==> src/rtl/xret_pkg.sv <==
package xret_pkg;
  localparam int WORD_W      = 32;
  localparam int FRAME_WORDS = 8;
  localparam int IDX_W       = $clog2(FRAME_WORDS);
  localparam int FRAME_BYTES = FRAME_WORDS * 4;
  localparam int REALIGN_BIT = 9;
  localparam int SLOT_PC     = 6;
  localparam int SLOT_PSR    = 7;

  typedef logic [WORD_W-1:0] word_t;

  typedef enum logic [1:0] {
    BANK_ACTIVE     = 2'd0,
    BANK_OTHER_MAIN = 2'd1,
    BANK_OTHER_PROC = 2'd2
  } bank_e;

  typedef enum logic [1:0] {
    ST_IDLE = 2'd0,
    ST_READ = 2'd1,
    ST_DONE = 2'd2
  } seq_e;

  // Byte address of frame slot idx.
  function automatic word_t slot_addr(word_t base, logic [IDX_W-1:0] idx);
    return base + (word_t'(idx) << 2);
  endfunction

  // Stack pointer after the pop, with padding removed when flagged.
  function automatic word_t sp_after(word_t base, logic realign);
    word_t s;
    s = base + word_t'(FRAME_BYTES);
    if (realign) s[2] = 1'b1;
    return s;
  endfunction

  function automatic word_t clean_pc(word_t w);
    word_t r;
    r = w;
    r[0] = 1'b0;
    return r;
  endfunction

  function automatic word_t strip_psr(word_t w);
    word_t r;
    r = w;
    r[REALIGN_BIT] = 1'b0;
    return r;
  endfunction
endpackage

==> src/rtl/xret_stack_select.sv <==
module xret_stack_select
  import xret_pkg::*;
#(
  parameter bit          HAS_SEC      = 1'b1,
  parameter int          SEL_BIT      = 2,
  parameter int          SEC_BIT      = 6,
  parameter logic [3:0]  HANDLER_CODE = 4'h1
) (
  input  word_t ret_code,
  input  logic  cur_secure,
  input  word_t cur_sp,
  input  word_t oth_msp,
  input  word_t oth_psp,
  output bank_e bank,
  output word_t frame_base,
  output logic  to_handler,
  output logic  to_secure
);
  logic want_proc;

  generate
    if (HAS_SEC) begin : g_sec
      assign to_secure = ret_code[SEC_BIT];
    end else begin : g_nosec
      assign to_secure = 1'b0;
    end
  endgenerate

  assign to_handler = (ret_code[3:0] == HANDLER_CODE);
  assign want_proc  = !to_handler && ret_code[SEL_BIT];

  always_comb begin
    if (to_secure == cur_secure) begin
      bank       = BANK_ACTIVE;
      frame_base = cur_sp;
    end else if (want_proc) begin
      bank       = BANK_OTHER_PROC;
      frame_base = oth_psp;
    end else begin
      bank       = BANK_OTHER_MAIN;
      frame_base = oth_msp;
    end
  end
endmodule

==> src/rtl/xret_read_seq.sv <==
module xret_read_seq
  import xret_pkg::*;
(
  input  logic                        clk,
  input  logic                        rst,
  input  logic                        start,
  input  word_t                       frame_base,
  input  bank_e                       bank_in,
  output logic                        rd_req,
  output word_t                       rd_addr,
  input  logic                        rd_ack,
  input  word_t                       rd_data,
  output logic                        done,
  output word_t                       base_q,
  output bank_e                       bank_q,
  output word_t [FRAME_WORDS-1:0]     words,
  output logic                        ev_accept,
  output logic                        ev_capture,
  output logic                        ev_last
);
  seq_e             st;
  logic [IDX_W-1:0] idx;

  assign ev_accept  = (st == ST_IDLE) && start;
  assign ev_capture = (st == ST_READ) && rd_ack;
  assign ev_last    = (idx == IDX_W'(FRAME_WORDS - 1));
  assign rd_req     = (st == ST_READ);
  assign rd_addr    = slot_addr(base_q, idx);
  assign done       = (st == ST_DONE);

  always_ff @(posedge clk) begin
    if (rst) begin
      st     <= ST_IDLE;
      idx    <= '0;
      base_q <= '0;
      bank_q <= BANK_ACTIVE;
    end else begin
      case (st)
        ST_IDLE: if (start) begin
          st     <= ST_READ;
          idx    <= '0;
          base_q <= frame_base;
          bank_q <= bank_in;
        end
        ST_READ: if (rd_ack) begin
          if (ev_last) st <= ST_DONE;
          else         idx <= idx + 1'b1;
        end
        ST_DONE: st <= ST_IDLE;
        default: st <= ST_IDLE;
      endcase
    end
  end

  for (genvar g = 0; g < FRAME_WORDS; g++) begin : g_slot
    always_ff @(posedge clk) begin
      if (rst || ev_accept)                          words[g] <= '0;
      else if (ev_capture && idx == IDX_W'(g))       words[g] <= rd_data;
    end
  end

  // request and address held until acknowledged
  a_r4_addr_hold: assert property (@(posedge clk) disable iff (rst)
    (rd_req && !rd_ack) |=> (rd_req && $stable(rd_addr)));
  // consecutive reads step by one word
  a_r4_addr_step: assert property (@(posedge clk) disable iff (rst)
    (ev_capture && !ev_last) |=> (rd_req && rd_addr == $past(rd_addr) + 32'd4));
  // completion is a single-cycle pulse
  a_r10_done_pulse: assert property (@(posedge clk) disable iff (rst)
    done |=> !done);
  // no restart straight out of completion
  a_r10_quiet_after: assert property (@(posedge clk) disable iff (rst)
    done |=> !rd_req);
  // bank latched for the whole sequence
  a_r7_bank_stable: assert property (@(posedge clk) disable iff (rst)
    rd_req |=> $stable(bank_q));
endmodule

==> src/rtl/xret_frame_fix.sv <==
module xret_frame_fix
  import xret_pkg::*;
(
  input  logic                    clk,
  input  logic                    rst,
  input  logic                    done,
  input  word_t [FRAME_WORDS-1:0] words,
  input  word_t                   base_q,
  output word_t                   out_r0,
  output word_t                   out_r1,
  output word_t                   out_r2,
  output word_t                   out_r3,
  output word_t                   out_r12,
  output word_t                   out_lr,
  output word_t                   out_pc,
  output word_t                   out_xpsr,
  output logic                    pc_odd,
  output word_t                   sp_new
);
  logic realign;

  assign out_r0   = words[0];
  assign out_r1   = words[1];
  assign out_r2   = words[2];
  assign out_r3   = words[3];
  assign out_r12  = words[4];
  assign out_lr   = words[5];
  assign out_pc   = clean_pc(words[SLOT_PC]);
  assign out_xpsr = strip_psr(words[SLOT_PSR]);
  assign pc_odd   = words[SLOT_PC][0];
  assign realign  = words[SLOT_PSR][REALIGN_BIT];
  assign sp_new   = sp_after(base_q, realign);

  // delivered return address is halfword aligned
  a_r6_pc_even: assert property (@(posedge clk) disable iff (rst)
    done |-> !out_pc[0]);
  // bookkeeping bit never reaches the status output
  a_r9_psr_clean: assert property (@(posedge clk) disable iff (rst)
    done |-> !out_xpsr[REALIGN_BIT]);
  // padding flag forces bit 2 of the new pointer
  a_r8_realign_bit: assert property (@(posedge clk) disable iff (rst)
    (done && realign) |-> sp_new[2]);
endmodule

==> src/rtl/xret_unstack.sv <==
module xret_unstack
  import xret_pkg::*;
#(
  parameter bit HAS_SEC = 1'b1
) (
  input  logic        clk,
  input  logic        rst,
  input  logic        start,
  input  logic [31:0] ret_code,
  input  logic        cur_secure,
  input  logic [31:0] cur_sp,
  input  logic [31:0] oth_msp,
  input  logic [31:0] oth_psp,
  output logic        rd_req,
  output logic [31:0] rd_addr,
  input  logic        rd_ack,
  input  logic [31:0] rd_data,
  output logic        done,
  output logic [31:0] out_r0,
  output logic [31:0] out_r1,
  output logic [31:0] out_r2,
  output logic [31:0] out_r3,
  output logic [31:0] out_r12,
  output logic [31:0] out_lr,
  output logic [31:0] out_pc,
  output logic [31:0] out_xpsr,
  output logic        pc_warn,
  output logic        sp_wr_en,
  output logic [1:0]  sp_wr_bank,
  output logic [31:0] sp_wr_val
);
  bank_e                   sel_bank;
  word_t                   sel_base;
  logic                    sel_handler;
  logic                    sel_secure;
  word_t                   base_q;
  bank_e                   bank_q;
  word_t [FRAME_WORDS-1:0] words;
  logic                    ev_accept;
  logic                    ev_capture;
  logic                    ev_last;
  word_t                   sp_new;

  xret_stack_select #(.HAS_SEC(HAS_SEC)) u_sel (
    .ret_code   (ret_code),
    .cur_secure (cur_secure),
    .cur_sp     (cur_sp),
    .oth_msp    (oth_msp),
    .oth_psp    (oth_psp),
    .bank       (sel_bank),
    .frame_base (sel_base),
    .to_handler (sel_handler),
    .to_secure  (sel_secure)
  );

  xret_read_seq u_seq (
    .clk        (clk),
    .rst        (rst),
    .start      (start),
    .frame_base (sel_base),
    .bank_in    (sel_bank),
    .rd_req     (rd_req),
    .rd_addr    (rd_addr),
    .rd_ack     (rd_ack),
    .rd_data    (rd_data),
    .done       (done),
    .base_q     (base_q),
    .bank_q     (bank_q),
    .words      (words),
    .ev_accept  (ev_accept),
    .ev_capture (ev_capture),
    .ev_last    (ev_last)
  );

  xret_frame_fix u_fix (
    .clk      (clk),
    .rst      (rst),
    .done     (done),
    .words    (words),
    .base_q   (base_q),
    .out_r0   (out_r0),
    .out_r1   (out_r1),
    .out_r2   (out_r2),
    .out_r3   (out_r3),
    .out_r12  (out_r12),
    .out_lr   (out_lr),
    .out_pc   (out_pc),
    .out_xpsr (out_xpsr),
    .pc_odd   (pc_warn),
    .sp_new   (sp_new)
  );

  assign sp_wr_en   = done;
  assign sp_wr_bank = bank_q;
  assign sp_wr_val  = sp_new;

  // reset leaves every strobe and flag low
  a_r11_reset_quiet: assert property (@(posedge clk)
    rst |=> (!done && !rd_req && !pc_warn && !sp_wr_en));
  // without the extension a cross-state frame is only taken from a secure core
  a_r3_nosec_target: assert property (@(posedge clk) disable iff (rst)
    (ev_accept && !HAS_SEC) |-> !sel_secure);
  // handler returns never pick the other process stack
  a_r2_handler_main: assert property (@(posedge clk) disable iff (rst)
    (ev_accept && sel_handler) |-> (sel_bank != BANK_OTHER_PROC));
  // a capture that ends the frame leads to completion
  a_r10_last_done: assert property (@(posedge clk) disable iff (rst)
    (ev_capture && ev_last) |=> done);
endmodule

==> config.mk <==
export PLATFORM = sky130hd
export DESIGN_NAME = xret_unstack
export DESIGN_NICKNAME = d
export VERILOG_FILES = /design/src/rtl/xret_pkg.sv /design/src/rtl/xret_stack_select.sv /design/src/rtl/xret_read_seq.sv /design/src/rtl/xret_frame_fix.sv /design/src/rtl/xret_unstack.sv
export SDC_FILE = /design/constraint.sdc
export NUM_CORES = 1
export LEC_CHECK = 0
export BUFFER_PORTS_ARGS = -buffer_cell sky130_fd_sc_hd__buf_2
export CAP_MARGIN = 5
export CELL_PAD_IN_SITES_DETAIL_PLACEMENT = 1
export CELL_PAD_IN_SITES_GLOBAL_PLACEMENT = 1
export CORE_MARGIN = 2
export CORE_UTILIZATION = 36
export DETAILED_ROUTE_END_ITERATION = 7
export PLACE_DENSITY_LB_ADDON = 0.1
export SLEW_MARGIN = 20
export SYNTH_ARGS = -nofsm -noshare
export SYNTH_HDL_FRONTEND = slang
export SYNTH_SLANG_ARGS = --single-unit
==> constraint.sdc <==
create_clock -name clk -period 2.1 [get_ports clk]
set_input_delay 0.42 -clock clk [delete_from_list [all_inputs] [get_ports clk]]
set_output_delay 0.42 -clock clk [all_outputs]
set_load 0.02 [all_outputs]
==> out/summary.json, run 1 <==
{
  "synth_area_per_cell_um2": 7.81,
  "maxCapViolations": 0,
  "dieWidth_um": 204,
  "drtAntennaViolNets": 0,
  "syn-cell-area_um2": 14500,
  "synth.lib_cells_used.distinct": 39,
  "cts_hold_buf": 0,
  "whs_path_depth": 3,
  "syn-instance-count": 1850,
  "final_util_pct": 45.6,
  "synth_sequential_area_ratio_pct": 40.9,
  "clock_tree.root_cell": "sky130_fd_sc_hd__clkbuf_16",
  "core.rowCount": 73,
  "fin_ws_ns": -0.524,
  "place_ws_ns": -0.200,
  "timing.final.max_slew_violations": 0,
  "final.min_clock_period_ns": 2.62,
  "whs_ns": 0.198,
  "overall_power_of_the_completed_layout_mw": 13.7,
  "final-instance-count-excl-fill": 2609,
  "top_level_ports": 491,
  "worstSkewPairLatency_ns": 0.55,
  "htreeDepth": 2,
  "floorplan.core_area_um2": 39600,
  "status": "finished, violations left",
  "r2r_cells": 5,
  "routabilityCongestion": 0.798,
  "detailroute.via_count": 12700,
  "yosys-top-cells-area": "sky130_fd_sc_hd__dfxtp_1 41%, sky130_fd_sc_hd__buf_4 16%, sky130_fd_sc_hd__nand2_1 16%, sky130_fd_sc_hd__a21oi_1 10%, sky130_fd_sc_hd__buf_2 2.5%",
  "number_of_search_and_repair_iterations_in_the_first_detailed_routing_pass": 4,
  "finalHoldViolations": 0,
  "vias_per_cell": 4.88,
  "setup.worst_path.start_class": "flip-flop",
  "grt_pass1_vias": 12900,
  "min_to": "u_seq.base_q[24]",
  "die_area_um2": 41800,
  "fillCellCount": 4861,
  "leakage_power_nw": 7.96,
  "global_route.overflow_total": 0,
  "tritoncts_clock_tree": "built",
  "areaGrowthSynthToFinish_pct": 25.0,
  "finalCritPeriodShare_pct": 125,
  "globalRouteTotalUtil_pct": 24.2,
  "timing_worst_setup_path_type": "flip-flop to output port",
  "critical_path_peak_fanout": 5,
  "dp_cells": 2511,
  "share_of_layout_cells_above_drive_strength_1_pct": 37.3,
  "r2r_setup_slack_ns": 0.27,
  "rr_endpoint": "u_seq.words[244]",
  "wirelength_um": 52600,
  "effective_utilization_at_floorplan_pct": 36.5,
  "clock_sink_count": 295,
  "powerDensity_nw_per_um2": 756,
  "cts_max_path_buffers": 3,
  "vdd.ir_drop.worst_v": 0.000490,
  "failed_checks": "setup timing",
  "fp.dieH_um": 204,
  "clk_pin_slew_ns": 0.06,
  "numPortBuffers": 458,
  "final_common_cell": "sky130_fd_sc_hd__nand2_1",
  "hold_path.class": "input pin to flip-flop",
  "drc": 0,
  "layout.cells.most_common_list": "593 x sky130_fd_sc_hd__nand2_1, 405 x sky130_fd_sc_hd__buf_2, 291 x sky130_fd_sc_hd__a21oi_1, 276 x sky130_fd_sc_hd__dfxtp_1, 105 x sky130_fd_sc_hd__buf_4",
  "worstPathArrival_ns": 2.20,
  "grt_start_max_net_pins": 67,
  "cts_made_buffers": 36,
  "detailedPlacementHpwl_um": 36600,
  "number_of_synthesized_register_bits": 295,
  "routed_length_per_instance_um": 20.2,
  "drt-initial-drc-count": 494,
  "wire_length_of_the_first_global_routing_pass_um": 77600,
  "synth_largest_area_cell": "sky130_fd_sc_hd__dfxtp_1",
  "finClkSkew_ns": 0.0237,
  "hold_path_startpoint": "cur_sp[24]",
  "finalSetupViolCount": 52,
  "unrepaired_setup_endpoints_after_global_routing": "true",
  "timing.critical_path.to_type": "output port",
  "postLayoutCellArea_um2": 18100,
  "nets_final": 2231,
  "synthDominantCellAreaShare_pct": 40.9,
  "synth.yosys.warnings": 0,
  "fmax_mhz": 381,
  "worst_ep_required_time_ns": 1.68,
  "number_of_antenna_violations_at_the_first_check_in_global_routing": 4,
  "tns_ns": -20.07,
  "r2r_start": "u_seq.st[0]",
  "postPlaceCellArea_um2": 15600
}
## layout make-up
type / instances / area (um^2) / share of cell area (%)
Multi-Input combinational cell: 1133 / 6320 / 35.0
Sequential cell: 295 / 5940 / 32.9
Timing Repair Buffer: 584 / 3910 / 21.7
Clock buffer: 53 / 1090 / 6.02
Tap cell: 525 / 657 / 3.64
Clock inverter: 11 / 119 / 0.658
Inverter: 5 / 18.8 / 0.104
Antenna cell: 3 / 7.51 / 0.0416
## routing by layer
metal / GRT usage [%] / routed length [um] / vias up
met5: 0 / 13 / -
met4: 7.84 / 1440 / 2
met3: 5.82 / 3390 / 77
met2: 42.1 / 26100 / 355
met1: 29.3 / 21700 / 6193
li1: - / - / 6098
## worst max path at each step
stage	startpoint	to	slack [ns]
2_1_floorplan	u_seq.idx[0]	rd_addr[24]	0.008
3_3_place_gp	u_seq.base_q[2]	rd_addr[22]	-0.14
3_5_place_dp	u_seq.base_q[2]	rd_addr[30]	-0.20
4_1_cts	u_seq.base_q[2]	rd_addr[26]	-0.57
5_1_grt	u_seq.base_q[3]	rd_addr[24]	-0.62
6_report	u_seq.idx[1]	rd_addr[28]	-0.52
## where the power goes
| part | switching [mW] | internal [mW] |
|---|---|---|
| Combinational | 0.938 | 0.628 |
| Clock | 2.51 | 3.84 |
| Sequential | 0.0697 | 5.67 |
| Total | 3.52 | 10.1 |
## sequential cells by signal (all words and copies together), names as in the netlist
signal        flops
u_seq.base_q     32
u_seq.st          2
u_seq.idx         3
u_seq.bank_q      2
u_seq.words     256
## critical path, cell delays in order, from the launching register on
cell,delay [ns]
sky130_fd_sc_hd__dfxtp_2,0.34
sky130_fd_sc_hd__buf_4,0.14
sky130_fd_sc_hd__fa_2,0.40
sky130_fd_sc_hd__a21oi_4,0.21
sky130_fd_sc_hd__nor3_4,0.07
sky130_fd_sc_hd__buf_12,0.15
sky130_fd_sc_hd__nand3_2,0.09
sky130_fd_sc_hd__xnor2_2,0.12
sky130_fd_sc_hd__buf_6,0.15
## cell families (layout without fill, tap and decap cells)
group                    count (synthesis)  after routing  synth area share, %
XOR/XNOR                                54             54                 3.27
AO/OA/AOI/OAI                          334            334                 12.2
other                                    1              5               0.0259
multiplexers                            32             32                 2.22
flip-flops                             295            295                 40.9
adder cells (fa/ha/maj)                 11             11                 1.00
buffers and inverters                  423            653                 20.8
AND/OR/NAND/NOR                        700            700                 19.6
## synthesized netlist by cell type
cell                        count
sky130_fd_sc_hd__xor2_1        19
sky130_fd_sc_hd__nand2b_1       1
sky130_fd_sc_hd__o21ai_0        3
sky130_fd_sc_hd__and3_1         7
sky130_fd_sc_hd__fa_1           1
sky130_fd_sc_hd__dfxtp_1      295
sky130_fd_sc_hd__nor4_4         1
sky130_fd_sc_hd__buf_2         71
sky130_fd_sc_hd__clkbuf_1      12
sky130_fd_sc_hd__nor2_1        20
sky130_fd_sc_hd__and4bb_2       1
sky130_fd_sc_hd__nand3_2        5
sky130_fd_sc_hd__and4_1         4
sky130_fd_sc_hd__nand2_1      611
sky130_fd_sc_hd__nor2b_1        2
sky130_fd_sc_hd__a21oi_1      293
sky130_fd_sc_hd__nor3_2         1
sky130_fd_sc_hd__nand3_1       21
sky130_fd_sc_hd__or2_1          1
sky130_fd_sc_hd__inv_1          5
sky130_fd_sc_hd__a21o_1         3
sky130_fd_sc_hd__or2_2          1
sky130_fd_sc_hd__nand4_2        1
sky130_fd_sc_hd__buf_4        313
sky130_fd_sc_hd__ha_1          10
sky130_fd_sc_hd__xnor2_1       35
sky130_fd_sc_hd__nor3_1         8
sky130_fd_sc_hd__and2_1         6
sky130_fd_sc_hd__nand4_1        6
sky130_fd_sc_hd__a2bb2oi_1      1
sky130_fd_sc_hd__conb_1         1
sky130_fd_sc_hd__nor4_1         1
sky130_fd_sc_hd__buf_6         20
sky130_fd_sc_hd__a22oi_1        2
sky130_fd_sc_hd__nor3b_4        1
sky130_fd_sc_hd__o211ai_1      32
sky130_fd_sc_hd__buf_1          2
sky130_fd_sc_hd__and3b_1        1
sky130_fd_sc_hd__mux2i_1       32
## what timing repair did
action / in CTS / in global routing
setup buffers: 19 / 12
cloned: 1 / 0
pin swaps: 47 / 37
gates resized for setup: 160 / 78
setup endpoints to repair: 54 / 54
No activity file was read; power rests on OpenSTA's default activity.
==> run 2, diff against run 1 <==
--- a/config.mk
+++ b/config.mk
@@ -5,7 +5,7 @@
 export SDC_FILE = /design/constraint.sdc
 export NUM_CORES = 1
 export LEC_CHECK = 0
-export BUFFER_PORTS_ARGS = -buffer_cell sky130_fd_sc_hd__buf_2
+export BUFFER_PORTS_ARGS = -buffer_cell sky130_fd_sc_hd__buf_4
 export CAP_MARGIN = 5
 export CELL_PAD_IN_SITES_DETAIL_PLACEMENT = 1
 export CELL_PAD_IN_SITES_GLOBAL_PLACEMENT = 1
==> run 2 against run 1 <==
Effect of this change: the run still ends with setup timing left; global-route usage is 0.29 points higher; critical path depth is 1 lower; sequential power hardly changed; critical endpoint is now rd_addr[24]; largest power group unchanged; highest routed layer unchanged.
==> out/summary.json, run 2 (same netlist as run 1, synthesis figures left out) <==
{
  "status": "finished, violations left",
  "failed_checks": "setup timing",
  "r2r_setup_slack": {"value": 0.25, "unit": "ns", "change": "-0.02 ns"},
  "setup.worst_path.start_class": "flip-flop",
  "routed_length_per_instance": {"value": 20.7, "unit": "um", "change": "+2.8%"},
  "globalRouteTotalUtil": {"value": 24.5, "unit": "%", "change": "+0.29 points"},
  "dieWidth": {"value": 204, "unit": "um", "change": "unchanged"},
  "detailroute.via_count": {"value": 12700, "change": "-0.39%"},
  "worstSkewPairLatency": {"value": 0.52, "unit": "ns", "change": "-0.03 ns"},
  "timing_worst_setup_path_type": "flip-flop to output port",
  "nets_final": {"value": 2211, "change": "-0.90%"},
  "largest-register": "u_seq.words",
  "clock_tree.root_cell": "sky130_fd_sc_hd__clkbuf_16",
  "final_util": {"value": 47.3, "unit": "%", "change": "+1.7 points"},
  "number_of_search_and_repair_iterations_in_the_first_detailed_routing_pass": {"value": 5, "change": "+1"},
  "worst_path_max_delay_cell": "sky130_fd_sc_hd__fa_2",
  "numPortBuffers": {"value": 458, "change": "unchanged"},
  "drtAntennaViolNets": {"value": 0, "change": "unchanged"},
  "postPlaceCellArea": {"value": 16600, "unit": "um^2", "change": "+6.1%"},
  "fin_ws": {"value": -0.565, "unit": "ns", "change": "-0.0403 ns"},
  "startpoint": "u_seq.base_q[2]",
  "die_area": {"value": 41800, "unit": "um^2", "change": "unchanged"},
  "hold_path_startpoint": "rd_data[17]",
  "fp.dieH": {"value": 204, "unit": "um", "change": "unchanged"},
  "hold_path.class": "input pin to flip-flop",
  "finClkSkew": {"value": 0.0236, "unit": "ns", "change": "-0.000144 ns"},
  "largest_register_ffs": {"value": 256, "change": "unchanged"},
  "drc": {"value": 0, "change": "unchanged"},
  "worstPathArrival": {"value": 2.24, "unit": "ns", "change": "+0.04 ns"},
  "critical_path_peak_fanout": {"value": 5, "change": "unchanged"},
  "grt_start_max_net_pins": {"value": 83, "change": "+24%"},
  "layout.cells.most_common_list": "592 x sky130_fd_sc_hd__nand2_1, 497 x sky130_fd_sc_hd__buf_4, 291 x sky130_fd_sc_hd__a21oi_1, 278 x sky130_fd_sc_hd__dfxtp_1, 49 x sky130_fd_sc_hd__buf_6",
  "finalCritPeriodShare": {"value": 127, "unit": "%", "change": "+1.9 points"},
  "postLayoutCellArea": {"value": 18800, "unit": "um^2", "change": "+3.8%"},
  "finalHoldViolations": {"value": 0, "change": "unchanged"},
  "whs": {"value": 0.220, "unit": "ns", "change": "+0.0220 ns"},
  "detailedPlacementHpwl": {"value": 36500, "unit": "um", "change": "-0.42%"},
  "antenna-diode-count": {"value": 0, "change": "-3"},
  "effective_utilization_at_floorplan": {"value": 36.5, "unit": "%", "change": "unchanged"},
  "core.rowCount": {"value": 73, "change": "unchanged"},
  "powerDensity": {"value": 701, "unit": "nW/um^2", "change": "-7.3%"},
  "areaGrowthSynthToFinish_pct": 29.7,
  "place_ws": {"value": -0.162, "unit": "ns", "change": "+0.0372 ns"},
  "path_cells": "ha_4 -> fa_2 -> a21o_1 -> nand3_4 -> nor3_4 -> xor2_1 -> buf_4",
  "timing.slew.headroom_pct": 65.9,
  "cts_hold_buf": {"value": 0, "change": "unchanged"},
  "fmax": {"value": 375, "unit": "MHz", "change": "-1.5%"},
  "routabilityCongestion": {"value": 0.800, "change": "+0.20%"},
  "clock_sink_count": {"value": 295, "change": "unchanged"},
  "cts_max_path_buffers": {"value": 3, "change": "unchanged"},
  "wirelength": {"value": 53600, "unit": "um", "change": "+1.7%"},
  "timing.critical_path.to_type": "output port",
  "leakage_power": {"value": 7.83, "unit": "nW", "change": "-1.7%"},
  "worstMarginPinSlew_ns": 0.508,
  "unrepaired_setup_endpoints_after_global_routing": "true",
  "vdd.ir_drop.worst": {"value": 0.000477, "unit": "V", "change": "-2.6%"},
  "top_level_ports": {"value": 491, "change": "unchanged"},
  "drt-initial-drc-count": {"value": 541, "change": "+9.5%"},
  "worst_ep_required_time": {"value": 1.68, "unit": "ns", "change": "about the same"},
  "floorplan.core_area": {"value": 39600, "unit": "um^2", "change": "unchanged"},
  "number_of_antenna_violations_at_the_first_check_in_global_routing": {"value": 1, "change": "-3"},
  "largest_registers": "u_seq.words: 256 flops, u_seq.base_q: 32 flops, u_seq.idx: 3 flops",
  "wire_length_of_the_first_global_routing_pass": {"value": 78400, "unit": "um", "change": "+1.1%"},
  "critical-path-max-stage-delay": {"value": 0.39, "unit": "ns", "change": "about the same"},
  "final.min_clock_period": {"value": 2.66, "unit": "ns", "change": "+0.0403 ns"},
  "timing.final.max_slew_violations": {"value": 0, "change": "unchanged"},
  "fillCellCount": {"value": 4734, "change": "-2.6%"},
  "r2r_start": "u_seq.st[0]",
  "finalSetupViolCount": {"value": 52, "change": "unchanged"},
  "final_common_cell": "sky130_fd_sc_hd__nand2_1",
  "tns": {"value": -19.75, "unit": "ns", "change": "+0.326 ns"},
  "tritoncts_clock_tree": "built",
  "share_of_layout_cells_above_drive_strength_1": {"value": 36.8, "unit": "%", "change": "-0.49 points"},
  "htreeDepth": {"value": 2, "change": "unchanged"},
  "maxCapViolations": {"value": 0, "change": "unchanged"},
  "clk_pin_slew": {"value": 0.06, "unit": "ns", "change": "about the same"},
  "global_route.overflow_total": {"value": 0, "change": "unchanged"},
  "vias_per_cell": {"value": 4.91, "change": "+0.65%"},
  "grt_pass1_vias": {"value": 12800, "change": "-0.99%"},
  "cts_made_buffers": {"value": 35, "change": "-2.8%"}
}
run 2: cell types whose count changed in the layout (fill, tap and decap cells not counted), sizes merged:
cell	previous run	this run
buf	584	565
diode	3	0
clkbuf	53	51
clkinv	8	6
bufinv	2	1
clkinvlp	1	0
inv	5	6
run 2: through the flow:
stage / instances / power [mW]
5_1_grt: 2582 / 13.6
3_3_place_gp: 2496 / 7.32
2_1_floorplan: 1851 / 6.68
6_report: 2582 / 13.2
3_5_place_dp: 2496 / 7.33
4_1_cts: 2572 / 13.2
run 2: path summary, 6_finish.rpt:
kind / to / cells past startpoint
setup reg to reg: u_seq.words[252] / 5
setup / recovery: rd_addr[24] / 7
hold reg to reg: u_seq.words[80] / 2
hold / removal: u_seq.words[113] / 3
run 2: where the power goes:
group	switching (mW)	leakage (nW)	internal, mW
clock	2.36	0.534	3.43
sequential	0.0747	2.39	5.68
combinational	0.937	4.90	0.673
total	3.37	7.83	9.78
run 2: routing by layer:
layer  share of wire (%)  global-route usage, %  vias to the layer above
met4                 2.3                   6.55                        2
met5               0.030                      0                        -
met2                  50                   42.3                      329
met1                  42                   30.2                     6253
li1                    -                      -                     6018
met3                 6.0                   6.23                       73
run 2: area by class of cell:
type | count | area, um^2 | area share [%]
inverter | 5 | 18.8 | 0.100
tap | 525 | 657 | 3.50
sequential | 295 | 5930 | 31.6
clock inverter | 8 | 68.8 | 0.367
clock buffer | 51 | 1010 | 5.36
multi-input combinational | 1133 | 6410 | 34.2
timing repair buffer | 565 | 4660 | 24.9
run 2: critical path, delay by kind of cell, from the launching register on:
family / cells / cell delay [ns]
adders and majority gates: 2 / 0.55
DFF: 1 / 0.33
AOI/OAI and AO/OA: 1 / 0.26
xor gates and xnor gates: 1 / 0.21
and+or+nand+nor: 2 / 0.20
buffers and inverters: 1 / 0.19
run 2: repair_timing:
action	in CTS	in global routing
setup endpoints to repair	52	55
setup buffers	17	11
resized for setup	125	74
cloned	0	0
pin swaps	50	46
==> run 3, diff against run 2 <==
==> constraint.sdc (replaced) <==
create_clock -name clk -period 2.9 [get_ports clk]
set_input_delay 0.58 -clock clk [delete_from_list [all_inputs] [get_ports clk]]
set_output_delay 0.58 -clock clk [all_outputs]
set_load 0.02 [all_outputs]
==> run 3 against run 2 <==
Effect of this change: the flow still finishes with violations (setup timing); total power is 28% lower; first-iteration DRC count shrank 14%; clock power fell by 25%; flip-flop and latch count unchanged; cell area is 7.7% lower; global-route usage down 1.2 points; cell count is 2.8% lower; sequential power decreased by 27%; critical path type unchanged; critical endpoint unchanged.
==> out/summary.json, run 3 (same netlist as run 1, synthesis figures left out) <==
{
  "drt-initial-drc-count": {"value": 463, "change": "-14%"},
  "cts_made_buffers": {"value": 35, "change": "unchanged"},
  "setup.worst_path.start_class": "flip-flop",
  "drtAntennaViolNets": {"value": 0, "change": "unchanged"},
  "timing.critical_path.to_type": "output port",
  "dieWidth": {"value": 204, "unit": "um", "change": "unchanged"},
  "dp_cells": {"value": 2445, "change": "-2.0%"},
  "fp.dieH": {"value": 204, "unit": "um", "change": "unchanged"},
  "postLayoutCellArea": {"value": 17300, "unit": "um^2", "change": "-7.7%"},
  "startpoint": "u_seq.base_q[2]",
  "htreeDepth": {"value": 2, "change": "unchanged"},
  "final-instance-count-excl-fill": {"value": 2509, "change": "-2.8%"},
  "final_util": {"value": 43.7, "unit": "%", "change": "-3.6 points"},
  "vdd.ir_drop.worst": {"value": 0.000291, "unit": "V", "change": "-39%"},
  "antenna-diode-count": {"value": 0, "change": "unchanged"},
  "largest_register_ffs": {"value": 256, "change": "unchanged"},
  "routabilityCongestion": {"value": 0.759, "change": "-5.2%"},
  "detailroute.via_count": {"value": 12100, "change": "-4.8%"},
  "failed_checks": "setup timing",
  "unrepaired_setup_endpoints_after_global_routing": "true",
  "floorplan.core_area": {"value": 39600, "unit": "um^2", "change": "unchanged"},
  "grt_start_max_net_pins": {"value": 79, "change": "-4.8%"},
  "whs_path_depth": {"value": 3, "change": "unchanged"},
  "multiInputGateArea": {"value": 5740, "unit": "um^2", "change": "-10%"},
  "nets_final": {"value": 2141, "change": "-3.2%"},
  "clock_sink_count": {"value": 295, "change": "unchanged"},
  "status": "finished, violations left",
  "largest-register": "u_seq.words",
  "detailedPlacementHpwl": {"value": 35800, "unit": "um", "change": "-1.8%"},
  "timing_worst_setup_path_type": "flip-flop to output port",
  "final_common_cell": "sky130_fd_sc_hd__nand2_1",
  "r2r_cells": {"value": 4, "change": "-1"},
  "numPortBuffers": {"value": 458, "change": "unchanged"},
  "powerDensity": {"value": 549, "unit": "nW/um^2", "change": "-22%"},
  "worst_ep_required_time": {"value": 2.32, "unit": "ns", "change": "+0.64 ns"},
  "critical-path-max-stage-delay": {"value": 0.35, "unit": "ns", "change": "-0.04 ns"},
  "gr_util_met1": {"value": 27.6, "unit": "%", "change": "-2.7 points"},
  "top_level_ports": {"value": 491, "change": "unchanged"},
  "postPlaceCellArea": {"value": 16000, "unit": "um^2", "change": "-3.6%"},
  "critical_path_peak_fanout": {"value": 5, "change": "unchanged"},
  "timing.slew.headroom": {"value": 40.6, "unit": "%", "change": "-25 points"},
  "cts_hold_buf": {"value": 0, "change": "unchanged"},
  "die_area": {"value": 41800, "unit": "um^2", "change": "unchanged"},
  "tritoncts_clock_tree": "built",
  "place_ws": {"value": 0.210, "unit": "ns", "change": "+0.373 ns"},
  "worstSkewPairLatency": {"value": 0.53, "unit": "ns", "change": "about the same"},
  "vias_per_cell": {"value": 4.81, "change": "-2.0%"},
  "r2r_start": "u_seq.st[0]",
  "fin_ws": {"value": -0.00651, "unit": "ns", "change": "+0.558 ns"},
  "cts_max_path_buffers": {"value": 3, "change": "unchanged"},
  "worst_path_max_delay_cell": "sky130_fd_sc_hd__dfxtp_2",
  "grt_pass1_vias": {"value": 12300, "change": "-3.5%"},
  "worstPathArrival": {"value": 2.33, "unit": "ns", "change": "+0.09 ns"},
  "wirelength": {"value": 50500, "unit": "um", "change": "-5.7%"},
  "critical_path.n_buffers_inverters": {"value": 1, "change": "unchanged"},
  "drc": {"value": 0, "change": "unchanged"},
  "globalRouteTotalUtil": {"value": 23.3, "unit": "%", "change": "-1.2 points"},
  "whs": {"value": 0.366, "unit": "ns", "change": "+0.146 ns"},
  "maxCapViolations": {"value": 0, "change": "unchanged"},
  "fillCellCount": {"value": 4798, "change": "+1.4%"},
  "largest_registers": "u_seq.words: 256 flops, u_seq.base_q: 32 flops, u_seq.idx: 3 flops",
  "layout.cells.most_common_list": "608 x sky130_fd_sc_hd__nand2_1, 484 x sky130_fd_sc_hd__buf_4, 292 x sky130_fd_sc_hd__a21oi_1, 276 x sky130_fd_sc_hd__dfxtp_1, 36 x sky130_fd_sc_hd__clkbuf_16",
  "hold_path.class": "input pin to flip-flop",
  "finalSetupViolCount": {"value": 1, "change": "-98%"},
  "finClkSkew": {"value": 0.0145, "unit": "ns", "change": "-0.00904 ns"},
  "met3_usage": {"value": 7.22, "unit": "%", "change": "+0.99 points"},
  "hold_path_startpoint": "rd_data[9]",
  "areaGrowthSynthToFinish_pct": 19.7,
  "number_of_antenna_violations_at_the_first_check_in_global_routing": {"value": 0, "change": "-1"},
  "clock_tree.root_cell": "sky130_fd_sc_hd__clkbuf_16",
  "global_route.overflow_total": {"value": 0, "change": "unchanged"},
  "effective_utilization_at_floorplan": {"value": 36.5, "unit": "%", "change": "unchanged"},
  "timing.final.max_slew_violations": {"value": 0, "change": "unchanged"},
  "routed_length_per_instance": {"value": 20.1, "unit": "um", "change": "-3.0%"},
  "leakage_power": {"value": 6.96, "unit": "nW", "change": "-11%"},
  "layout.area.seq": {"value": 5940, "unit": "um^2", "change": "about the same"},
  "final.min_clock_period_ns": 2.91,
  "core.rowCount": {"value": 73, "change": "unchanged"},
  "path_cells": "ha_4 -> fa_2 -> a21o_1 -> nand3_2 -> nor3_1 -> xor2_1 -> buf_4",
  "worstMarginPinSlew": {"value": 0.889, "unit": "ns", "change": "+0.381 ns"},
  "wire_length_of_the_first_global_routing_pass": {"value": 74200, "unit": "um", "change": "-5.4%"},
  "number_of_search_and_repair_iterations_in_the_first_detailed_routing_pass": {"value": 4, "change": "-1"},
  "grt-busiest-layer": "met2",
  "fmax_mhz": 344,
  "clk_pin_slew": {"value": 0.06, "unit": "ns", "change": "about the same"},
  "rr_endpoint": "u_seq.words[179]",
  "finalHoldViolations": {"value": 0, "change": "unchanged"},
  "r2r_setup_slack": {"value": 0.60, "unit": "ns", "change": "+0.35 ns"},
  "share_of_layout_cells_above_drive_strength_1": {"value": 30.5, "unit": "%", "change": "-6.3 points"},
  "critical_path.top_delay_family": "simple AND/OR/NAND/NOR gates",
  "finalCritPeriodShare_pct": 100,
  "use_met2": {"value": 40.7, "unit": "%", "change": "-1.6 points"},
  "min_to": "u_seq.words[105]"
}
-- run 3: worst min-delay path: stages --
cell                      delay, ns
sky130_fd_sc_hd__buf_4         0.16
sky130_fd_sc_hd__nand2_1       0.06
sky130_fd_sc_hd__a21oi_1       0.05
-- run 3: layout make-up --
class,instances,area share (%)
inverters,5,0.108
repair buffers,495,22.2
clock inverters,7,0.578
well taps,525,3.79
flip-flops and latches,295,34.3
multi-input cells,1133,33.2
clock buffers,49,5.83
-- run 3: layer usage --
metal	wire length (um)	part of all wire, %
met1	20900	41
met2	24900	49
met3	3640	7.2
met4	1050	2.1
met5	0	0
-- run 3: report_power, final --
| part | internal, mW | switching, mW | leakage, nW | total (mW) |
|---|---|---|---|---|
| Sequential | 4.11 | 0.0770 | 2.39 | 4.19 |
| Clock | 2.60 | 1.75 | 0.546 | 4.35 |
| Combinational | 0.385 | 0.583 | 4.03 | 0.968 |
| Total | 7.09 | 2.41 | 6.96 | 9.50 |
-- run 3: through the flow --
| stage | setup TNS, ns | total power [mW] |
|---|---|---|
| 5_1_grt | -0.186 | 9.86 |
| 4_1_cts | 0 | 9.62 |
| 2_1_floorplan | 0 | 4.82 |
| 3_5_place_dp | 0 | 5.24 |
| 3_3_place_gp | 0 | 5.23 |
| 6_report | -0.00651 | 9.50 |
-- run 3: timing repair --
| action | 4_1_cts | 5_1_grt |
|---|---|---|
| gates resized for setup | 20 | 28 |
| pin swaps | 5 | 6 |
| setup buffers | 4 | 5 |
| setup endpoints to repair | 23 | 25 |
-- run 3: worst max path at each step --
stage,end,depth (start not counted),slack (ns)
2_1_floorplan,rd_addr[28],6,0.53
6_report,rd_addr[24],7,-0.007
4_1_cts,sp_wr_val[23],6,0.001
3_3_place_gp,rd_addr[28],7,0.20
3_5_place_dp,rd_addr[30],7,0.21
5_1_grt,rd_addr[24],7,-0.12
